===== config.mk =====
export PLATFORM = sky130hd
export DESIGN_NAME = smp_xfer_counter
export DESIGN_NICKNAME = d
export VERILOG_FILES = /design/src/rtl/smpcnt_pkg.sv /design/src/rtl/smpcnt_base_reg.sv /design/src/rtl/smpcnt_byte_track.sv /design/src/rtl/smpcnt_down_ctr.sv /design/src/rtl/smp_xfer_counter.sv
export SDC_FILE = /design/constraint.sdc
export NUM_CORES = 1
export LEC_CHECK = 0
export BUFFER_PORTS_ARGS = -buffer_cell sky130_fd_sc_hd__clkbuf_2
export CORE_MARGIN = 5
export CORE_UTILIZATION = 40
export DETAILED_ROUTE_END_ITERATION = 7
export PLACE_DENSITY = 0.6
export SYNTH_ARGS = -nofsm -noshare
export SYNTH_HDL_FRONTEND = slang
export SYNTH_SLANG_ARGS = --single-unit

===== constraint.sdc =====
create_clock -name clk -period 2.6 [get_ports clk]
set_clock_uncertainty 0.1 [all_clocks]
set_input_delay 0 -clock clk [delete_from_list [all_inputs] [get_ports clk]]
set_output_delay 0 -clock clk [all_outputs]
set_load 0.05 [all_outputs]

===== src/rtl/smpcnt_pkg.sv =====
package smpcnt_pkg;

  // Sample format seen by one transfer direction.
  typedef struct packed {
    logic wide;    // 1: 16-bit samples
    logic stereo;  // 1: two channels per sample
  } smp_fmt_t;

  localparam int POS_W = 2;  // enough for four bytes per sample

  // Bytes that make up one sample.
  function automatic logic [POS_W:0] bytes_per_sample(smp_fmt_t f);
    logic [POS_W:0] n;
    case ({f.wide, f.stereo})
      2'b00:   n = 3'd1;
      2'b01:   n = 3'd2;
      2'b10:   n = 3'd2;
      default: n = 3'd4;
    endcase
    return n;
  endfunction

  // True when the byte at position pos closes the sample.
  // ">=" keeps a format change mid-sample from running past the end.
  function automatic logic pos_is_last(smp_fmt_t f, logic [POS_W-1:0] pos);
    return ({1'b0, pos} >= (bytes_per_sample(f) - 3'd1));
  endfunction

  // Byte order: left before right, low byte before high byte.
  function automatic logic pos_is_right(smp_fmt_t f, logic [POS_W-1:0] pos);
    return f.stereo && (f.wide ? pos[1] : pos[0]);
  endfunction

  // An 8-bit sample always reports as the upper byte.
  function automatic logic pos_is_upper(smp_fmt_t f, logic [POS_W-1:0] pos);
    return !f.wide || pos[0];
  endfunction

endpackage


===== src/rtl/smpcnt_base_reg.sv =====
// Reload value for one direction, written one byte at a time.
module smpcnt_base_reg #(
  parameter int BYTE_W = 8,
  localparam int CNT_W = 2 * BYTE_W
) (
  input  logic              clk,
  input  logic              rst_n,
  input  logic              wr_lo,
  input  logic              wr_hi,
  input  logic [BYTE_W-1:0] wdata,
  output logic [CNT_W-1:0]  base_q,   // stored value
  output logic [CNT_W-1:0]  base_d,   // value after this cycle's write
  output logic              load      // a write happens this cycle
);

  always_comb begin
    base_d = base_q;
    if (wr_lo) base_d[BYTE_W-1:0]     = wdata;
    if (wr_hi) base_d[CNT_W-1:BYTE_W] = wdata;
  end

  assign load = wr_lo | wr_hi;

  always_ff @(posedge clk) begin
    if (!rst_n) base_q <= '0;
    else        base_q <= base_d;
  end

  AST_BASE_HOLDS: assert property (@(posedge clk) disable iff (!rst_n)
    !load |=> $stable(base_q)) else $error("reload value changed without write");

endmodule


===== src/rtl/smpcnt_byte_track.sv =====
// Position of the next byte inside the current sample.
module smpcnt_byte_track
  import smpcnt_pkg::*;
(
  input  logic             clk,
  input  logic             rst_n,
  input  smp_fmt_t         fmt,
  input  logic             stb,          // already gated by enable
  input  logic             restart,      // reload-value write
  output logic [POS_W-1:0] pos_q,
  output logic             sample_done,  // event: last byte of a sample
  output logic             next_right,
  output logic             next_upper
);

  assign sample_done = stb && !restart && pos_is_last(fmt, pos_q);
  assign next_right  = pos_is_right(fmt, pos_q);
  assign next_upper  = pos_is_upper(fmt, pos_q);

  always_ff @(posedge clk) begin
    if (!rst_n)           pos_q <= '0;
    else if (restart)     pos_q <= '0;
    else if (sample_done) pos_q <= '0;
    else if (stb)         pos_q <= pos_q + 1'b1;
  end

  AST_POS_WRAPS: assert property (@(posedge clk) disable iff (!rst_n)
    sample_done |=> pos_q == '0) else $error("position did not return");

  AST_POS_IDLE: assert property (@(posedge clk) disable iff (!rst_n)
    !stb && !restart |=> $stable(pos_q)) else $error("position moved idle");

endmodule


===== src/rtl/smpcnt_down_ctr.sv =====
// Sample down-counter with reload on underflow and a sticky flag.
module smpcnt_down_ctr #(
  parameter int CNT_W = 16
) (
  input  logic             clk,
  input  logic             rst_n,
  input  logic             load,
  input  logic [CNT_W-1:0] load_val,
  input  logic [CNT_W-1:0] base,
  input  logic             tick,      // one completed sample
  input  logic             irq_clr,
  output logic [CNT_W-1:0] cnt_q,
  output logic             wrap,      // event: underflow this cycle
  output logic             irq_q
);

  assign wrap = tick && !load && (cnt_q == '0);

  always_ff @(posedge clk) begin
    if (!rst_n)     cnt_q <= '0;
    else if (load)  cnt_q <= load_val;
    else if (wrap)  cnt_q <= base;
    else if (tick)  cnt_q <= cnt_q - 1'b1;
  end

  // Set wins over clear.
  always_ff @(posedge clk) begin
    if (!rst_n)       irq_q <= 1'b0;
    else if (wrap)    irq_q <= 1'b1;
    else if (irq_clr) irq_q <= 1'b0;
  end

  AST_IRQ_STICKY: assert property (@(posedge clk) disable iff (!rst_n)
    irq_q && !irq_clr |=> irq_q) else $error("flag dropped");

  AST_IRQ_ON_WRAP: assert property (@(posedge clk) disable iff (!rst_n)
    $rose(irq_q) |-> $past(wrap)) else $error("flag rose without wrap");

  AST_CNT_STEP: assert property (@(posedge clk) disable iff (!rst_n)
    tick && !load && cnt_q != '0 |=> cnt_q == $past(cnt_q) - 1'b1)
    else $error("count step wrong");

  AST_CNT_RELOAD: assert property (@(posedge clk) disable iff (!rst_n)
    wrap |=> cnt_q == $past(base)) else $error("reload wrong");

endmodule


===== src/rtl/smp_xfer_counter.sv =====
// Playback and capture sample counters with sticky interrupts.
module smp_xfer_counter
  import smpcnt_pkg::*;
#(
  parameter int BYTE_W = 8
) (
  input  logic              clk,
  input  logic              rst_n,
  input  logic              reg_wr,
  input  logic [1:0]        reg_sel,
  input  logic [BYTE_W-1:0] reg_wdata,
  output logic [BYTE_W-1:0] reg_rdata,
  input  logic              play_en,
  input  logic              cap_en,
  input  logic              play_fmt_wide,
  input  logic              play_fmt_stereo,
  input  logic              cap_fmt_wide,
  input  logic              cap_fmt_stereo,
  input  logic              play_byte_stb,
  input  logic              cap_byte_stb,
  input  logic              play_irq_clr,
  input  logic              cap_irq_clr,
  output logic              play_irq,
  output logic              cap_irq,
  output logic              irq,
  output logic              play_req,
  output logic              cap_req,
  output logic              cap_next_left,
  output logic              cap_next_upper
);

  localparam int CNT_W = 2 * BYTE_W;
  localparam int N_DIR = 2;   // 0: playback, 1: capture

  // Per-direction views of the ports.
  logic     [N_DIR-1:0] en_v, stb_v, clr_v;
  smp_fmt_t [N_DIR-1:0] fmt_v;

  assign en_v  = {cap_en, play_en};
  assign stb_v = {cap_byte_stb, play_byte_stb};
  assign clr_v = {cap_irq_clr, play_irq_clr};
  assign fmt_v[0] = '{wide: play_fmt_wide, stereo: play_fmt_stereo};
  assign fmt_v[1] = '{wide: cap_fmt_wide,  stereo: cap_fmt_stereo};

  // Named internal events, one per direction.
  logic [N_DIR-1:0]            load_v, done_v, wrap_v, irq_v, right_v, upper_v;
  logic [N_DIR-1:0][CNT_W-1:0] base_q_v, base_d_v, cnt_v;
  logic [N_DIR-1:0][POS_W-1:0] pos_v;

  for (genvar d = 0; d < N_DIR; d++) begin : g_dir
    logic sel_here;
    assign sel_here = reg_wr && (reg_sel[1] == d[0]);

    smpcnt_base_reg #(.BYTE_W(BYTE_W)) u_base (
      .clk    (clk),
      .rst_n  (rst_n),
      .wr_lo  (sel_here && !reg_sel[0]),
      .wr_hi  (sel_here &&  reg_sel[0]),
      .wdata  (reg_wdata),
      .base_q (base_q_v[d]),
      .base_d (base_d_v[d]),
      .load   (load_v[d])
    );

    smpcnt_byte_track u_track (
      .clk         (clk),
      .rst_n       (rst_n),
      .fmt         (fmt_v[d]),
      .stb         (stb_v[d] && en_v[d]),
      .restart     (load_v[d]),
      .pos_q       (pos_v[d]),
      .sample_done (done_v[d]),
      .next_right  (right_v[d]),
      .next_upper  (upper_v[d])
    );

    smpcnt_down_ctr #(.CNT_W(CNT_W)) u_ctr (
      .clk      (clk),
      .rst_n    (rst_n),
      .load     (load_v[d]),
      .load_val (base_d_v[d]),
      .base     (base_q_v[d]),
      .tick     (done_v[d]),
      .irq_clr  (clr_v[d]),
      .cnt_q    (cnt_v[d]),
      .wrap     (wrap_v[d]),
      .irq_q    (irq_v[d])
    );

    AST_DISABLED_FROZEN: assert property (@(posedge clk) disable iff (!rst_n)
      !en_v[d] && !load_v[d] |=> $stable(cnt_v[d]) && $stable(pos_v[d]))
      else $error("disabled direction advanced");
  end

  // Readback: bit 1 picks direction, bit 0 picks byte half.
  always_comb begin
    logic [CNT_W-1:0] b;
    b = base_q_v[reg_sel[1]];
    reg_rdata = reg_sel[0] ? b[CNT_W-1:BYTE_W] : b[BYTE_W-1:0];
  end

  assign play_irq       = irq_v[0];
  assign cap_irq        = irq_v[1];
  assign irq            = |irq_v;
  assign play_req       = play_en;
  assign cap_req        = cap_en;
  assign cap_next_left  = !right_v[1];
  assign cap_next_upper = upper_v[1];

  AST_FLAGS_SEPARATE: assert property (@(posedge clk) disable iff (!rst_n)
    wrap_v[0] && !wrap_v[1] && !cap_irq |=> !cap_irq) else $error("cross-set");

endmodule


# --- After elaboration in Yosys (flattened, before gate mapping) ---
# Cells that the tools add are included.
# W data, S select, Z words.
classes:
  addsub: 6
  magnitude_cmp: 3
  eq_ne: 4
  mux: 20
  bitwise_logic: 4
  reduce_logical: 36
ops:
  columns: ["operator", "count"]
  rows:
  - ["$mux W16", 8]
  - ["$mux W8", 5]
  - ["$logic_not A16 Y1", 2]
  - ["$sub A16 B1 Y16 const B", 2]
  - ["$logic_and A1 B1 Y1", 17]
  - ["$pmux W3 S2", 2]
  - ["$ge A2 B3 Y1", 2]
  - ["$reduce_bool A3 Y1", 2]
  - ["$reduce_or A2 Y1", 3]
  - ["$reduce_or A3 Y1", 2]
  - ["$sub A3 B1 Y3 const B", 2]
  - ["$logic_not A1 Y1", 5]
  - ["$mux W1", 5]
  - ["$add A2 B1 Y2 const B", 2]
  - ["$eq A2 B1 Y1 const B", 2]
  - ["$eq A2 B2 Y1 const B", 2]
  - ["$logic_not A2 Y1", 2]
  - ["$reduce_bool A2 Y1", 2]
  - ["$lt A1 B2 Y1 const B", 1]
  - ["$not A1 Y1", 2]
  - ["$or A1 B1 Y1", 2]
  - ["$logic_or A1 B1 Y1", 1]
word_totals:
  ff_bits: 70
  input_bits: 23

# --- Longest topological paths before layout ---
# Gate-level depths: netlist of run 1.
logic_depth:
  ltp_word: 11
  mapped_depth: 8
  ltp_nobuf: 7

# --- By module ---
# A second synthesis of run 1 with hierarchy kept.
unflattened:
  cells_unflattened: 464
  hier_area_um2: 4495.6
modules_own_cells:
  columns: ["module", "n_inst", "cells_per_inst", "area_per_inst_um2", "seq_area_each_um2"]
  rows:
  - ["smpcnt_down_ctr", 2, 150, 1238.7, 340.3]
  - ["smpcnt_base_reg", 2, 52, 695.7, 320.3]
  - ["smpcnt_byte_track", 2, 20, 175.2, 40.0]
  - ["smp_xfer_counter", 1, 20, 276.5, 0.0]

# --- Least setup slack after synthesis of run 1 ---
# OpenSTA, ideal clock, no wires.
synth_path:
  path_type: "register to register"
  from: "reg g_dir[0].u_ctr.cnt_q[0]"
  to: "reg g_dir[0].u_ctr.cnt_q[0]"
  setup_ns: 0.115
  arrival_time_ns: 1.640
  required_time_ns: 2.385
  path_slack_ns: 0.745
  path_stages_with_launch: 9
  cell_sequence: "dfxtp_1 > inv_1 > ha_1 > nor3b_1 > nand4_1 > buf_2 > o211ai_2 > o211ai_1 > and3_1"
synth_via:
  elab_chain_len: 4
  elab_cells_between_ends: 7
  cone_classes: "1 x add/sub; 3 x mux; 3 x reduce/logical"
synth_rtl:
  columns: ["item", "line_no", "rtl"]
  rows:
  - ["from (decl)", "smpcnt_down_ctr.sv:12", "output logic [CNT_W-1:0] cnt_q,"]
  - ["from (signal assigned)", "smpcnt_down_ctr.sv:21", "else if (load) cnt_q <= load_val;"]
  - ["from (signal assigned)", "smpcnt_down_ctr.sv:22", "else if (wrap) cnt_q <= base;"]
  - ["from (signal assigned)", "smpcnt_down_ctr.sv:23", "else if (tick) cnt_q <= cnt_q - 1'b1;"]
  - ["$sub A16 B1 Y16 or $logic_not A16 Y1 (tied branches)", "smpcnt_down_ctr.sv:23, smpcnt_down_ctr.sv:17", null]
  - ["$mux W16 or $logic_and A1 B1 Y1 (tied branches)", "smpcnt_down_ctr.sv:23, smpcnt_down_ctr.sv:17", null]
  - ["$mux W16", "smpcnt_down_ctr.sv:22", null]
  - ["$mux W16", "smpcnt_down_ctr.sv:21", null]
# Parallel ways exist; a longest one is shown, timed or not. The select of a mux whose other input is x is not followed.
# A chain may end at the register's enable or synchronous reset.

# --- Final worst setup path of run 1 ---
layout_path:
  from: "reg g_dir[0].u_track.pos_q[0]"
  to: "reg g_dir[0].u_ctr.cnt_q[2]"
layout_via:
  elab_chain_len: 6
  elab_cells_between_ends: 7
  cone_classes: "1 x order compare; 2 x mux; 4 x reduce/logical"
layout_rtl:
  columns: ["item", "line_no", "rtl"]
  rows:
  - ["from (decl)", "smpcnt_byte_track.sv:10", "output logic [POS_W-1:0] pos_q,"]
  - ["from (signal assigned)", "smpcnt_byte_track.sv:24", "else if (stb) pos_q <= pos_q + 1'b1;"]
  - ["$ge A2 B3 Y1 (*)", "smpcnt_pkg.sv:26", "return ({1'b0, pos} >= (bytes_per_sample(f) - 3'd1));"]
  - ["$logic_and A1 B1 Y1 (*)", "smpcnt_byte_track.sv:16", "assign sample_done = stb && !restart && pos_is_last(fmt, pos_q);"]
  - ["$logic_and A1 B1 Y1 (2 in series)", "smpcnt_down_ctr.sv:17", "assign wrap = tick && !load && (cnt_q == '0);"]
  - ["$mux W16", "smpcnt_down_ctr.sv:22", null]
  - ["$mux W16", "smpcnt_down_ctr.sv:21", null]
# Mark *: on every way between the ends. The rest lies on a longest branch, timed or not.

==> results of run 1 <==
logic make-up (layout without fill, tap and decap cells):
family                     Yosys count  after routing  synth area share [%]
AOI/OAI and AO/OA                  165            165                  24.2
muxes                               38             38                  10.7
adders and majority gates            8              8                  2.19
DFF                                 70             70                  30.7
and+or+nand+nor                    209            209                  24.6
xor gates and xnor gates            13             13                  2.49
buffers and inverters               52             95                  5.18
repair_timing:
| action | CTS | global route |
|---|---|---|
| setup buffers | 0 | 0 |
| endpoints found under the setup margin | 0 | 0 |
| hold buffers | 16 | 0 |
| endpoints found under the hold margin | 38 | 0 |
| gates resized for setup | 0 | 0 |
routing by layer:
layer	up-vias	routed length (um)	global-route usage, %
met5	-	0	0
met4	0	260	7.57
met3	31	532	3.19
met2	112	6560	35.3
met1	2088	5790	24.3
li1	2117	-	-
flip-flops by register name, summed over array words and instances (netlist names):
signal               count
g_dir.u_track.pos_q      4
g_dir.u_base.base_q     32
g_dir.u_ctr.irq_q        2
g_dir.u_ctr.cnt_q       32
cell type report:
type	instances	area, sq um	share of cell area, %
Clock buffer	10	239	4.48
Clock inverter	6	85.1	1.59
Inverter	11	41.3	0.774
Multi-Input combinational cell	433	2930	54.9
Sequential cell	70	1400	26.3
Tap cell	143	179	3.35
Timing Repair Buffer	68	458	8.58
final timing paths:
| path | startpoint | to | slack, ns | depth (start not counted) |
|---|---|---|---|---|
| worst min register to register | g_dir[0].u_base.base_q[7] | g_dir[0].u_base.base_q[7] | 0.42 | 2 |
| worst max-delay path | g_dir[0].u_track.pos_q[0] | g_dir[0].u_ctr.cnt_q[2] | 0.48 | 7 |
| worst max register to register | g_dir[0].u_track.pos_q[0] | g_dir[0].u_ctr.cnt_q[2] | 0.48 | 7 |
| worst min-delay path | reg_sel[0] | g_dir[1].u_base.base_q[12] | 0.04 | 3 |
per-stage QoR:
step	hold WS, ns	cells	cell area [sq um]	power, mW	utilization [%]
final	0.0409	741	5340	3.38	47.1
after global routing	0.0728	741	5340	3.52	47.1
after CTS	0.0424	741	5340	3.39	47.1
after detailed placement	0.241	709	4850	2.02	42.8
after global placement	0.234	709	4850	2.01	42.8
after floorplan	0.0449	555	4570	1.83	-
worst register-to-register path, stage by stage (launching register included):
cell	delay (ns)
dfxtp_1	0.33
inv_1	0.07
ha_1	0.28
nor3b_1	0.36
nor2_1	0.20
nand2_1	0.30
o21ai_0	0.17
a211oi_1	0.21
where the power goes:
group | internal [mW] | switching [mW]
clock network | 0.862 | 0.484
registers | 1.13 | 0.0840
logic | 0.332 | 0.483
cells in the mapped netlist, types with 4 or more instances:
cell	number
dfxtp_1	70
nand2_1	68
o21ai_0	38
nor2_1	35
nand3_1	30
clkbuf_1	24
mux2i_1	24
a21boi_0	22
a21oi_1	20
a211oi_1	18
nor2b_1	17
o22ai_1	14
buf_2	12
inv_1	11
nor3_1	9
ha_1	8
mux4_2	8
o21a_1	8
xor2_1	8
a2bb2oi_1	6
mux2_2	6
nand2b_1	6
nor4_1	5
o211ai_1	5
o21ai_1	5
xnor2_1	5
a31oi_1	4
and2_1	4
and3_1	4
nand4b_1	4
nor4_4	4
or2_2	4
==> results.md, run 1 <==
- Overall global routing resource usage: 19.9%
- Setup WS pre-CTS: 0.552 ns
- Tmin final: 2.12 ns
- Synth area leader: dfxtp_1
- Top cell type's share of synthesized area: 30.7%
- WP data required: 2.74 ns
- Gpl congestion: 0.875
- Post-Route WL: 13100 um
- First-pass DRT Iterations: 5
- Iter 0 DRT Violations: 225
- Core Region: 0.0113 sq mm
- Top FF cell, synth: dfxtp_1
- Worst-Margin Slew: 0.734 ns
- Final hold viol count: 0
- Num CTS Buffers: 9
- Number of port buffers: 37
- DR WL/cell: 17.7 um
- Slowest stage cell on the critical path: nor3b_1
- Worst-path clk slew: 0.06 ns
- Critical path type: reg2reg
- Layout area overhead: 16.8%
- Crit-path max FO: 7
- Mean Syn Cell Area: 8.23 sq um
- Share of cells above drive strength 1: 16.9%
- Most frequent cells in the layout: dfxtp_1 (70), nand2_1 (68), o21ai_0 (38)
- Slew headroom: 51.0%
- Nets: 624
- Pwr dens: 633 mW/mm^2
- CTS tree: built
- FILL cells: 1118
- Final antenna-violating net count: 0
- CTS sink count: 70
- Peak supply drop: 0.292 mV
- Setup TNS: 0 ns
- Post-Synthesis Net Count: 586
- Worst skew pair latency: 0.34 ns
- Die width: 117 um
- Mapped Area: 0.00457 sq mm
- Synth async-reset ratio: 0%
- Drt via density: 5.87
- Vias in the first global route: 4266
- ANT cells: 0
- Crit path buffers/inverters: 1
- Post-DP HPWL: 9460 um
- #FFs+latches synth: 70
- Global-route wire length before repair: 21700 um
- I/O pins: 38
- Ys Warns: 0
- Max cap viols: 0
- Rows: 39
- Starting Density: 40.4%
- Setup ws final: 0.477 ns
- Root Buffer: clkbuf_16
- Outcome: finished, final reports clean
- Cell count after synthesis: 555
- Largest net degree at the start of global routing: 35
- Max H-tree Level: 3
- P_leak: 2.07 nW
- Clock tree buffer depth: 2
- RSZ-0062 raised after global routing: no
- Hold Path Class: in2reg
- Startpoint types: register
- EDFF count, synth: 0
- Crit-path cells: inv_1 -> ha_1 -> nor3b_1 -> nor2_1 -> nand2_1 -> o21ai_0 -> a211oi_1
- Achievable frequency: 471 MHz
- Family with the most delay on the worst path: simple AND/OR/NAND/NOR gates
- Total grt overflow: 0
- Synth cell types: 62
- Initial antenna violation count: 0
- Commonest non-fill, non-tap cell in the layout: dfxtp_1
- Crit path largest cell delay: 0.36 ns
- Setup Viol. Count Final: 0
- Main area contributors after synthesis: dfxtp_1 (31%), nand2_1 (5.6%), mux2i_1 (5.3%), o21ai_0 (4.2%), mux4_2 (3.9%)
- Seq/Total Area, Yosys: 30.7%
- CP arrival: 2.27 ns
- Vias: 4348
- Tcrit/Tclk final: 81.7%
- Die area: 0.0137 sq mm
- Number of remaining DRC errors: 0
- Crit end category: register
- Slew Limit Fails: 0
- Die H: 117 um
Note: power is estimated with default switching activity, not from simulation.
==> inputs of run 2 (changes only) <==
==> constraint.sdc (replaced) <==
create_clock -name clk -period 1.99 [get_ports clk]
set_clock_uncertainty 0.1 [all_clocks]
set_input_delay 0 -clock clk [delete_from_list [all_inputs] [get_ports clk]]
set_output_delay 0 -clock clk [all_outputs]
set_load 0.05 [all_outputs]
==> run 2 against run 1 <==
First-iteration DRC count grew 26%. Die area is the same. Flip-flop and latch count is the same. Wire length grew 3.8%. Critical endpoint is now g_dir[0].u_ctr.cnt_q[0]. Largest cell class unchanged.
==> results.md, run 2 (synthesis results as in run 1) <==
- Peak supply drop: 0.524 mV
- Slew headroom: 55.9%
- Worst hold margin: 0.0773 ns
- Global-route wire length before repair: 22300 um
- Worst-path clk slew: 0.06 ns
- Crit path largest cell delay: 0.35 ns
- Vias: 4445
- Achievable frequency: 520 MHz
- WP data required: 2.12 ns
- Clock share of power: 35.6%
- Comb power frac: 28.3%
- Worst-Margin Slew: 0.662 ns
- Final core utilization: 49.7%
- Number of remaining DRC errors: 0
- Initial antenna violation count: 0
- Overall global routing resource usage: 20.7%
- Root Buffer: clkbuf_16
- Iter 0 DRT Violations: 284
- Vias in the first global route: 4399
- Switch Pwr: 1.37 mW
- Family with the most delay on the worst path: compound AO/OA/AOI/OAI gates
- CTS sink count: 70
- Tmin final: 1.92 ns
- Critical path startpoint: g_dir[0].u_track.pos_q[1]
- Layout area overhead: 23.1%
- Die area: 0.0137 sq mm
- DR WL/cell: 17.6 um
- Number of port buffers: 37
- Core Region: 0.0113 sq mm
- Seq pwr share: 36.1%
- Crit-path max FO: 9
- Hold Path Class: in2reg
- Cell with the most instances on the worst path: o211ai_1
- Crit path buffers/inverters: 1
- Max cap viols: 0
- Fin area: 0.00563 sq mm
- Final antenna-violating net count: 0
- Pwr dens: 778 mW/mm^2
- First-pass DRT Iterations: 5
- RSZ-0062 raised after global routing: yes
- Worst skew pair latency: 0.34 ns
- Crit-path cells: ha_1 -> o211ai_1 -> nor2_1 -> buf_4 -> o211ai_2 -> o211ai_1 -> and3_1
- Dpl cell area: 0.00512 sq mm
- Die width: 117 um
- Tcrit/Tclk final: 96.6%
- Crit end category: register
- Highest Signal Layer: met4
- Slew Limit Fails: 0
- Total grt overflow: 0
- Commonest non-fill, non-tap cell in the layout: dfxtp_1
- Switching Share: 31.3%
- Post-Route WL: 13600 um
- Reg2Reg Setup Slack: 0.07 ns
- Int Pwr: 3.01 mW
- Startpoint types: register
- FF-to-FF Start: g_dir[0].u_track.pos_q[1]
- P_leak: 2.24 nW
- CP arrival: 2.05 ns
- Num CTS Buffers: 9
- Max H-tree Level: 3
- Top flop regs: g_dir.u_base.base_q (32), g_dir.u_ctr.cnt_q (32), g_dir.u_track.pos_q (4)
- Gpl congestion: 0.867
- Largest net degree at the start of global routing: 49
- Drt via density: 5.75
- Final hold viol count: 0
- Starting Density: 40.4%
- Share of cells above drive strength 1: 22.4%
- Hold Crit Start: reg_sel[0]
- Most frequent cells in the layout: dfxtp_1 (70), nand2_1 (66), buf_4 (44)
- Die H: 117 um
- Post-DP HPWL: 10100 um
- Critical path type: reg2reg
- ANT cells: 0
- Setup Viol. Count Final: 0
- I/O pins: 38
- Outcome: finished, final reports clean
- Setup TNS: 0 ns
- CTS tree: built
- Met2 WL: 6840 um
- DRT met1 WL: 6120 um
- Clock tree buffer depth: 2
- Met3 WL post-DR: 544 um
- Rows: 39
- Nets: 657
- Slowest stage cell on the critical path: o211ai_1
## run 2: routing by layer
metal  global-route usage (%)  up-vias
met5                        0        -
li1                         -     2189
met1                     26.5     2150
met4                     5.20        0
met3                     4.01       12
met2                     35.9       94
## run 2: through the flow
stage          cells  worst slack (ns)  power (mW)
4_1_cts          772           0.00988        4.36
3_5_place_dp     741            0.0255        2.77
6_report         773            0.0675        4.38
3_3_place_gp     741            0.0643        2.75
5_1_grt          773          -0.00621        4.59
2_1_floorplan    555             0.135        2.40
## run 2: tightest hold or removal path: cells and delay by family
family                 cells  cell delay, ns
buffers and inverters      2            0.33
AND/OR/NAND/NOR            1            0.07
AO/OA/AOI/OAI              1            0.06
## run 2: timing repair
action,CTS,global route
resized for setup,0,15
hold buffers,16,0
hold endpoints to repair,37,0
buffers inserted,0,1
endpoints found under the setup margin,0,18
## run 2: area by class of cell
type | instances | area (sq um)
Tap cell | 143 | 179
Clock buffer | 15 | 288
Inverter | 11 | 41.3
Fill cell | 1113 | 5700
Multi-Input combinational cell | 433 | 2980
Timing Repair Buffer | 101 | 738
Sequential cell | 70 | 1400
## run 2: final timing paths
| kind | cells after the start | end |
|---|---|---|
| setup reg to reg | 7 | g_dir[0].u_ctr.cnt_q[0] |
| hold reg to reg | 2 | g_dir[0].u_base.base_q[11] |
| hold / removal | 4 | g_dir[0].u_base.base_q[10] |
| setup / recovery | 7 | g_dir[0].u_ctr.cnt_q[0] |
## run 2: power groups by stage
| stage | registers, mW | clock network (mW) | logic [mW] |
|---|---|---|---|
| after global routing | 1.59 | 1.64 | 1.35 |
| final | 1.58 | 1.56 | 1.24 |
| after CTS | 1.58 | 1.58 | 1.20 |
| after global placement | 1.60 | 0 | 1.15 |
| after detailed placement | 1.61 | 0 | 1.17 |
| after floorplan | 1.59 | 0 | 0.810 |
==> inputs of run 3 (changes only) <==
--- a/config.mk
+++ b/config.mk
@@ -9,7 +9,8 @@
 export CORE_MARGIN = 5
 export CORE_UTILIZATION = 40
 export DETAILED_ROUTE_END_ITERATION = 7
-export PLACE_DENSITY = 0.6
+export GPL_TIMING_DRIVEN = 0
+export PLACE_DENSITY_LB_ADDON = 0.25
 export SYNTH_ARGS = -nofsm -noshare
 export SYNTH_HDL_FRONTEND = slang
 export SYNTH_SLANG_ARGS = --single-unit
==> run 3 against run 2 <==
First-iteration DRC count rose by 63%. Sequential share of layout area rose by 0.095 points. Non-clock buffer count rose by 4. Wire length rose by 13%. Critical path depth rose by 1. Count of clock-buffer cells in the layout fell by 4. Sequential power barely moved. Combinational power barely moved. Power rose by 2.4%. Core utilization fell by 0.055 points. Global-route usage rose by 2.2 points. Via count rose by 5.4%. Critical endpoint unchanged. Largest cell class unchanged.
==> results.md, run 3 (synthesis results as in run 1) <==
- Outcome: finished, final reports clean
- Rows: 39
- Slew Limit Fails: 0
- Worst-path clk slew: 0.06 ns
- FF-to-FF Start: g_dir[0].u_ctr.cnt_q[0]
- ANT cells: 0
- CP arrival: 2.08 ns
- Reg2Reg Setup Slack: 0.04 ns
- Pwr dens: 797 mW/mm^2
- Nets: 661
- Setup Viol. Count Final: 0
- Core Region: 0.0113 sq mm
- Most frequent cells in the layout: dfxtp_1 (67), nand2_1 (66), o21ai_0 (37)
- Crit end category: register
- Slew headroom: 52.8%
- Hold Path End: g_dir[0].u_track.pos_q[0]
- Dpl cell area: 0.00492 sq mm
- Hold Crit Start: rst_n
- I/O pins: 38
- Worst hold margin: 0.0292 ns
- Setup TNS: 0 ns
- CTS sink count: 70
- Final hold viol count: 0
- Peak supply drop: 0.469 mV
- Initial antenna violation count: 0
- Share of cells above drive strength 1: 21.5%
- Number of port buffers: 35
- First-pass DRT Iterations: 5
- Number of remaining DRC errors: 0
- Achievable frequency: 513 MHz
- Worst skew pair latency: 0.34 ns
- Layout area overhead: 23.0%
- Die area: 0.0137 sq mm
- Hold Path Class: in2reg
- Vias: 4683
- Post-DP HPWL: 11000 um
- Iter 0 DRT Violations: 463
- Max H-tree Level: 3
- Largest net degree at the start of global routing: 12
- Drt via density: 6.03
- Total grt overflow: 0
- R2R depth: 8
- Commonest non-fill, non-tap cell in the layout: dfxtp_1
- Reg2reg end: g_dir[0].u_ctr.cnt_q[0]
- Max cap viols: 0
- Post-Route WL: 15500 um
- Gpl congestion: 0.899
- Root Buffer: clkbuf_16
- Final antenna-violating net count: 0
- Worst hold path depth: 3
- Starting Density: 40.4%
- Overall global routing resource usage: 22.9%
- Clock tree buffer depth: 2
- Top flop regs: g_dir.u_base.base_q (32), g_dir.u_ctr.cnt_q (32), g_dir.u_track.pos_q (4)
- Die H: 117 um
- CTS tree: built
- Tcrit/Tclk final: 98.0%
- Num CTS Buffers: 9
- P_leak: 2.18 nW
- Critical path type: reg2reg
- Startpoint types: register
- Tmin final: 1.95 ns
- Fin area: 0.00562 sq mm
- Global-route wire length before repair: 24200 um
- Worst-Margin Slew: 0.707 ns
- Vias in the first global route: 4459
- DR WL/cell: 19.9 um
- Die width: 117 um
- WP data required: 2.12 ns
- Crit-path max FO: 5
-- run 3: repair_timing --
action | 4_1_cts | 5_1_grt
setup endpoints to repair | 32 | 30
setup buffers | 0 | 12
endpoints found under the hold margin | 38 | 0
pin swaps | 0 | 12
gates cloned | 0 | 2
gates resized for setup | 18 | 28
hold buffers | 16 | 0
-- run 3: area by class of cell --
class,instances,area (sq um)
multi-input combinational,433,3050
fill,1088,5700
sequential,70,1410
buffer,40,220
tap,143,179
clock inverter,4,47.5
clock buffer,11,243
timing repair buffer,65,435
inverter,11,43.8
-- run 3: routing by layer --
metal | up-vias | global-route usage (%) | routed length (um)
li1 | 2194 | - | -
met1 | 2243 | 29.7 | 6610
met2 | 216 | 38.5 | 7520
met3 | 30 | 3.86 | 1040
met4 | 0 | 8.10 | 289
met5 | - | 0 | 0
-- run 3: worst max-delay path by stage --
stage | startpoint | endpoint | slack, ns | cells past startpoint
after floorplan | g_dir[0].u_ctr.cnt_q[0] | g_dir[0].u_ctr.cnt_q[0] | 0.13 | 8
after global placement | g_dir[0].u_track.pos_q[1] | g_dir[0].u_ctr.cnt_q[7] | -0.24 | 6
after detailed placement | g_dir[0].u_track.pos_q[0] | g_dir[0].u_ctr.cnt_q[6] | -0.26 | 7
after CTS | g_dir[0].u_track.pos_q[1] | g_dir[0].u_ctr.cnt_q[9] | 0.003 | 5
after global routing | g_dir[0].u_ctr.cnt_q[3] | g_dir[0].u_ctr.cnt_q[0] | -0.01 | 6
final | g_dir[0].u_ctr.cnt_q[0] | g_dir[0].u_ctr.cnt_q[0] | 0.04 | 8
-- run 3: where the power goes --
group | internal (mW) | switching, mW | leakage (nW)
clock network | 0.994 | 0.627 | 0.141
logic | 0.540 | 0.722 | 1.47
registers | 1.48 | 0.119 | 0.572
-- run 3: critical path: stages, from the launching register on --
cell      delay (ns)
dfxtp_2         0.36
inv_4           0.09
ha_4            0.14
nor3b_4         0.23
nand4_1         0.25
buf_6           0.22
o211ai_2        0.13
o211ai_1        0.11
and3_1          0.19
-- run 3: through the flow --
step,power [mW],utilization (%),std cells,setup WS [ns]
after CTS,4.37,48.1,763,0.00285
after detailed placement,2.70,43.5,733,-0.264
final,4.48,49.6,777,0.0408
after floorplan,2.40,-,555,0.135
after global placement,2.67,43.5,733,-0.237
after global routing,4.67,49.6,777,-0.0139
